### config.mk
export PLATFORM = sky130hd
export DESIGN_NAME = msg_rx_port
export DESIGN_NICKNAME = d
export VERILOG_FILES = /design/src/rtl/msg_rx_port.sv
export SDC_FILE = /design/constraint.sdc
export NUM_CORES = 1
export LEC_CHECK = 0
export ABC_CLOCK_PERIOD_IN_PS = 3410
export BUFFER_PORTS_ARGS = -buffer_cell sky130_fd_sc_hd__buf_2
export CORE_MARGIN = 1.5
export CORE_UTILIZATION = 45
export DETAILED_ROUTE_END_ITERATION = 10
export PLACE_DENSITY = 0.65
export SYNTH_ARGS = -nofsm -noshare
export SYNTH_HDL_FRONTEND = slang
export SYNTH_SLANG_ARGS = --single-unit
### constraint.sdc
create_clock -name clk -period 3.41 [get_ports clk]
set_clock_uncertainty 0.1 [all_clocks]
set_input_delay 0.8525 -clock clk [delete_from_list [all_inputs] [get_ports clk]]
set_output_delay 0.8525 -clock clk [all_outputs]
set_load 0.02 [all_outputs]
### src/rtl/msg_rx_port.sv
module msg_rx_port #(
  parameter int W     = 32,
  parameter int DEPTH = 8,
  localparam int IW   = $clog2(DEPTH),
  localparam int LW   = IW + 1
) (
  input  logic          clk,
  input  logic          rst_n,
  input  logic          flit_valid,
  input  logic [W-1:0]  flit_data,
  input  logic          flit_last,
  input  logic          flit_sys,
  output logic          flit_ready,
  input  logic          poll_mode,
  input  logic          atomic_hold,
  input  logic [IW-1:0] rd_idx,
  output logic [W-1:0]  rd_data,
  output logic [LW-1:0] msg_len,
  input  logic          dispose,
  output logic          msg_avail,
  output logic          irq,
  output logic          disp_err
);

  logic [W-1:0]  mem [DEPTH];
  logic [LW-1:0] cnt;
  logic          done, msg_sys, err;

  wire take   = flit_valid && flit_ready;
  wire closes = flit_last || (cnt == LW'(DEPTH - 1));

  assign flit_ready = !done;
  assign msg_avail  = done;
  assign msg_len    = cnt;
  assign disp_err   = err;
  assign rd_data    = mem[rd_idx];
  assign irq        = done && (msg_sys || (!poll_mode && !atomic_hold));

  always_ff @(posedge clk or negedge rst_n) begin
    if (!rst_n) begin
      cnt     <= '0;
      done    <= 1'b0;
      msg_sys <= 1'b0;
      err     <= 1'b0;
    end else begin
      if (dispose) begin
        if (done) begin
          done    <= 1'b0;
          cnt     <= '0;
          msg_sys <= 1'b0;
        end else begin
          err <= 1'b1;
        end
      end
      if (take) begin
        cnt     <= cnt + 1'b1;
        msg_sys <= msg_sys | flit_sys;
        if (closes) done <= 1'b1;
      end
    end
  end

  always_ff @(posedge clk) begin
    if (take) mem[cnt[IW-1:0]] <= flit_data;
  end

endmodule

==> results of run 1 <==
-- cells in the final DEF, fill, tap and decap left out, drive strengths merged, types with 2 or more instances in the layout --
cell	n
a21o	2
a21oi	2
buf	105
bufinv	5
clkbuf	28
clkinv	12
dfrtp	7
edfxtp	256
inv	4
mux2	32
mux4	64
nand2	7
nand2b	3
nor2	9
nor2b	2
nor3	2
o21ai	3
o22ai	3
-- flip-flops by register name, summed over array words and instances, names as in the netlist --
| name | cells |
|---|---|
| msg_avail | 1 |
| disp_err | 1 |
| msg_len | 4 |
| msg_sys | 1 |
| mem | 256 |
-- cells by family (layout without fill, tap and decap cells) --
kind of cell / Yosys count / count (layout) / synth area share [%]
flops: 263 / 263 / 77.27
compound gates: 11 / 11 / 0.6517
buf+inv: 23 / 155 / 1.439
simple gates: 24 / 24 / 1.058
fa+ha+maj: 1 / 1 / 0.1230
mux: 97 / 97 / 19.28
xor+xnor: 2 / 2 / 0.1722
-- power by group --
part | total, uW | leakage [uW] | switching, uW | internal [uW]
clock | 2980 | 0.000441 | 1160 | 1820
combinational | 881 | 0.00126 | 541 | 340
sequential | 3980 | 0.00240 | 106 | 3870
-- worst max-delay path, stage by stage --
cell    delay, ns
buf_4        0.16
buf_12       0.23
mux4_1       0.59
mux2_2       0.29
buf_2        0.16
-- through the flow --
stage                     setup slack, ns  total power (uW)  area, um2  instances
after floorplan                   0.04233              4538      10180        421
after global placement             0.1667              4914      11110        785
after detailed placement           0.1425              4948      11110        785
after CTS                          0.1383              7921      12020        833
after global routing              0.07665              8118      12020        833
final                              0.1388              7838      12020        833
-- worst max path at each step --
stage,start,end,slack (ns),cells past startpoint
after CTS,rd_idx[0],rd_data[9],0.14,5
final,rd_idx[0],rd_data[9],0.14,5
after global routing,rd_idx[0],rd_data[6],0.08,5
after floorplan,flit_valid,mem[3][0],0.04,4
after detailed placement,rd_idx[0],rd_data[9],0.14,5
after global placement,rd_idx[0],rd_data[10],0.17,5
-- layout make-up --
class | instances | area (um2)
repair buffers | 105 | 660.6
inverters | 2 | 7.507
flip-flops and latches | 263 | 7863
clock inverters | 20 | 226.5
multi-input cells | 135 | 2233
well taps | 280 | 350.3
fillers | 1663 | 10010
clock buffers | 28 | 679.4
-- routing by layer --
layer  GRT usage, %  wire (um)  vias up  part of all wire, %
met2          28.64       9651      107                   50
met3          2.750        770       24                  4.0
li1               -          -     2045                    -
met4          3.652        319        0                  1.7
met1          23.30       8516     2437                   44
met5              0          0        -                    0
==> results.cfg, run 1 <==
[outcome]
run_status = finished, final reports clean

[synth]
async_flop_share_pct = 2.662
avgSynthCellArea_um2 = 24.17
synth_top_area_cell = edfxtp_1
synthTopCellsByArea = edfxtp_1 (76%), mux4_1 (10%), mux4_2 (5.3%)
synth_cells = 421
yosys_warnings = 0
yosysUniqueCellTypes = 25
yosysMostFrequentCell = edfxtp_1
syn-cell-area_mm2 = 0.01017
synth_edf_count = 256
synth_commonest_cells = edfxtp_1 (256), mux4_1 (40), mux2_2 (32)
yosysSeqAreaShare_pct = 77.27
syn-num-nets = 465
synth.top_cell.area_share_pct = 75.55
ys_seq_elements = 263
synthFlopType = edfxtp_1

[clock_network]
cts_inserted_buffers = 27
cts.sinks = 263
cts_root_buffer = clkbuf_16
cts_tree = built
cts.path.max_buffers = 3
cts.htree.levels = 1
cts_setup_buffers = 0
clk_pin_slew_ns = 0.06
postCtsResizedCells = 0
clk_latency_ns = 0.53
hold_buffers = 0

[worst_setup_path]
criticalPathCategory = input pin to primary output
r2r_slack_ns = 1.11
reg2regPathDepth = 4
rr_startpoint = msg_avail
startpoint_type = input pin
r2r_end = mem[0][15]
critPathMaxFanout = 26
end_kind = primary output
worst_ep_required_time_ns = 2.46
cp_data_arrival_time_ns = 2.32

[global_routing]
grt_use_total_pct = 16.89
antenna_found_initial = 0
grt_pass1_wl_um = 29870
grt_pass1_vias = 4967
grt-ovfl-total = 0
grt_max_degree = 35

[layout]
syn2layout_area_growth_pct = 18.14
diodes = 0
drive_above_1_share_pct = 37.43
fin_util_pct = 54.57
nets = 578

[place]
dpl.hpwl_um = 11320
finalWeightedCongestion = 0.7095
io_buffers = 82

[sta]
finalHoldViolations = 0
hold_ws_ns = 0.04373
layout_worst_path_cycle_share_pct = 95.93
min_period_ns = 3.271
slew_headroom_pct = 67.49
slew_violations = 0
setup_viol = 0
worst_pin_slew_ns = 0.4861
rsz0062_at_grt = no
tns_ns = 0
fmax_mhz = 305.7

[floorplan]
die_area_mm2 = 0.02352
core_mm2 = 0.02203
die_y_um = 153.4
dieWidth_um = 153.4
io_pins = 83
start_util_pct = 46.19
rows = 54

[pwr]
peakVddDrop_mv = 0.4870
power.density_mw_per_mm2 = 652.1
leakage_uw = 0.004102

[worst_hold_path]
hold_class = input pin to asynchronous set/reset pin

[drt]
post_drt_wl_per_cell_um = 23.12
ant_nets = 0
drt_pass1_iterations = 4
routed_wirelength_um = 19260
vias = 4613
drc = 0
viasPerCell = 5.538
drtIter0Drc = 304

[job]
cap_violations = 0
(Power assumes the default switching activity.)
==> run 2: changes to the inputs <==
Settings changed: BUFFER_PORTS_ARGS -buffer_cell sky130_fd_sc_hd__buf_2 to not set, CTS_CLUSTER_SIZE set to 20, DONT_BUFFER_PORTS set to 1, PLACE_DENSITY 0.65 to 0.74.
==> run 2 against run 1 <==
Compared with the run above:
- fmax up 19%
- non-clock buffer count decreased by 96
- critical path depth decreased by 3
- critical path type unchanged
- count of clock-buffer cells in the layout is 7 higher
- worst setup slack better by 0.53 ns
- combinational power shrank 24%
- largest cell class unchanged
- die area is the same
- routed wire length shrank 6.4%
- core utilization decreased by 2.8 points
- hold slack improved by 0.28 ns
- total power decreased by 5.2%
==> results.cfg, run 2 (synthesized netlist as in run 1, its figures left out) <==
[outcome]
run_status = finished, final reports clean

[layout]
diodes = 0
drive_above_1_share_pct = 23.13
final_common_cell = edfxtp_1
syn2layout_area_growth_pct = 12.04
largest_register_ffs = 256
final_cell_mix = edfxtp_1 (256), mux4_1 (40), mux2_2 (32)
fin_cells = 734
nets = 482
register_area_mm2 = 0.007863
n_fill_cell = 1684
multi_input_area_mm2 = 0.002233

[drt]
drtIter0Drc = 190
wl_met3_um = 1061
drt_pass1_iterations = 4
routed_wirelength_um = 18020
vias = 4223
met2WireLength_um = 9211
viasPerCell = 5.753
drc = 0
top_layer = met4
wl_met1_um = 7328
post_drt_wl_per_cell_um = 24.55
ant_nets = 0

[sta]
slew_headroom_pct = 61.68
layout_worst_path_cycle_share_pct = 80.28
setup_viol = 0
worst_pin_slew_ns = 0.5748
fmax_mhz = 365.3
slew_violations = 0
tns_ns = 0
min_period_ns = 2.738
finalHoldViolations = 0
rsz0062_at_grt = no

[global_routing]
grt_max_degree = 65
grt-ovfl-total = 0
grt_pass1_vias = 4544
antenna_found_initial = 0
grt_pass1_wl_um = 27200
grt_use_total_pct = 15.56

[pwr]
power.density_mw_per_mm2 = 651.6
p_clk_share_pct = 37.0
p_int_uw = 5803
combPwrFrac_pct = 9.1
power_frac_seq_pct = 53.9
p_sw_share_pct = 21.87
peakVddDrop_mv = 0.3767
leakage_uw = 0.003650
power_switching_uw = 1625

[worst_setup_path]
end_kind = primary output
cp_data_arrival_time_ns = 1.79
rr_startpoint = msg_avail
startpoint_type = input pin
critPathMaxFanout = 64
worst_ep_required_time_ns = 2.46
slowest_stage = mux4_1
cp_slowest_stage_delay_ns = 0.55
cpLargestDelayFamily = multiplexers
crit_start = rd_idx[0]
crit_buf_inv = 0
cp_cell_sequence = mux4_1 > mux2_2
criticalPathCategory = input pin to primary output

[floorplan]
dieWidth_um = 153.4
rows = 54
die_y_um = 153.4
core_mm2 = 0.02203
start_util_pct = 46.19
io_pins = 83
die_area_mm2 = 0.02352

[clock_network]
cts_inserted_buffers = 27
cts_setup_buffers = 0
cts.htree.levels = 1
cts_root_buffer = clkbuf_16
clk_pin_slew_ns = 0.06
cts_tree = built
cts.sinks = 263
clk_latency_ns = 0.50
cts.path.max_buffers = 3

[place]
dpl.hpwl_um = 9258
finalWeightedCongestion = 0.6687
io_buffers = 0
dp.cells = 688

[worst_hold_path]
hold_class = input pin to flip-flop
hp-start = flit_data[5]

[job]
cap_violations = 0
## run 2: power groups by stage
| stage | registers (uW) | logic [uW] | clock network (uW) |
|---|---|---|---|
| after CTS | 4010 | 694 | 2810 |
| after global routing | 4030 | 722 | 2950 |
| after detailed placement | 4070 | 690 | 0 |
| final | 4000 | 672 | 2750 |
| after global placement | 4050 | 678 | 0 |
| after floorplan | 4030 | 509 | 0 |
## run 2: final cells by class
class | instances | area share (%)
clock inverters | 10 | 1.054
multi-input cells | 135 | 19.59
clock buffers | 35 | 6.190
repair buffers | 9 | 1.054
inverters | 2 | 0.06585
flip-flops and latches | 263 | 68.97
well taps | 280 | 3.073
## run 2: metal layers
layer	vias up	GRT usage [%]
li1	1848	-
met1	2242	19.29
met2	96	26.84
met3	37	4.395
met4	0	4.485
met5	-	0
## run 2: path summary, 6_finish.rpt
check / depth (start not counted) / slack [ns] / end
min reg2reg: 2 / 0.45 / msg_sys
min in group asynchronous: 1 / 0.58 / msg_len[2]
min: 0 / 0.33 / mem[1][5]
max: 2 / 0.67 / rd_data[3]
max reg2reg: 4 / 1.00 / mem[4][5]
max in group asynchronous: 1 / 2.40 / disp_err
## run 2: timing repair
item,CTS,global route
endpoints found under the hold margin,7,0
setup endpoints to repair,0,0
hold buffers,1,0
gates resized for setup,0,0
## run 2: per-stage QoR
step | utilization [%] | hold slack, ns | power [uW] | area (um2) | setup slack (ns)
floorplan | - | 0.4216 | 4538 | 10180 | 0.04233
CTS | 51.76 | 0.3044 | 7514 | 11400 | 0.6680
global placement | 47.96 | 0.4405 | 4730 | 10560 | 0.6971
finish | 51.76 | 0.3255 | 7428 | 11400 | 0.6723
global route | 51.76 | 0.2984 | 7697 | 11400 | 0.6004
detailed placement | 47.96 | 0.4489 | 4764 | 10560 | 0.6719
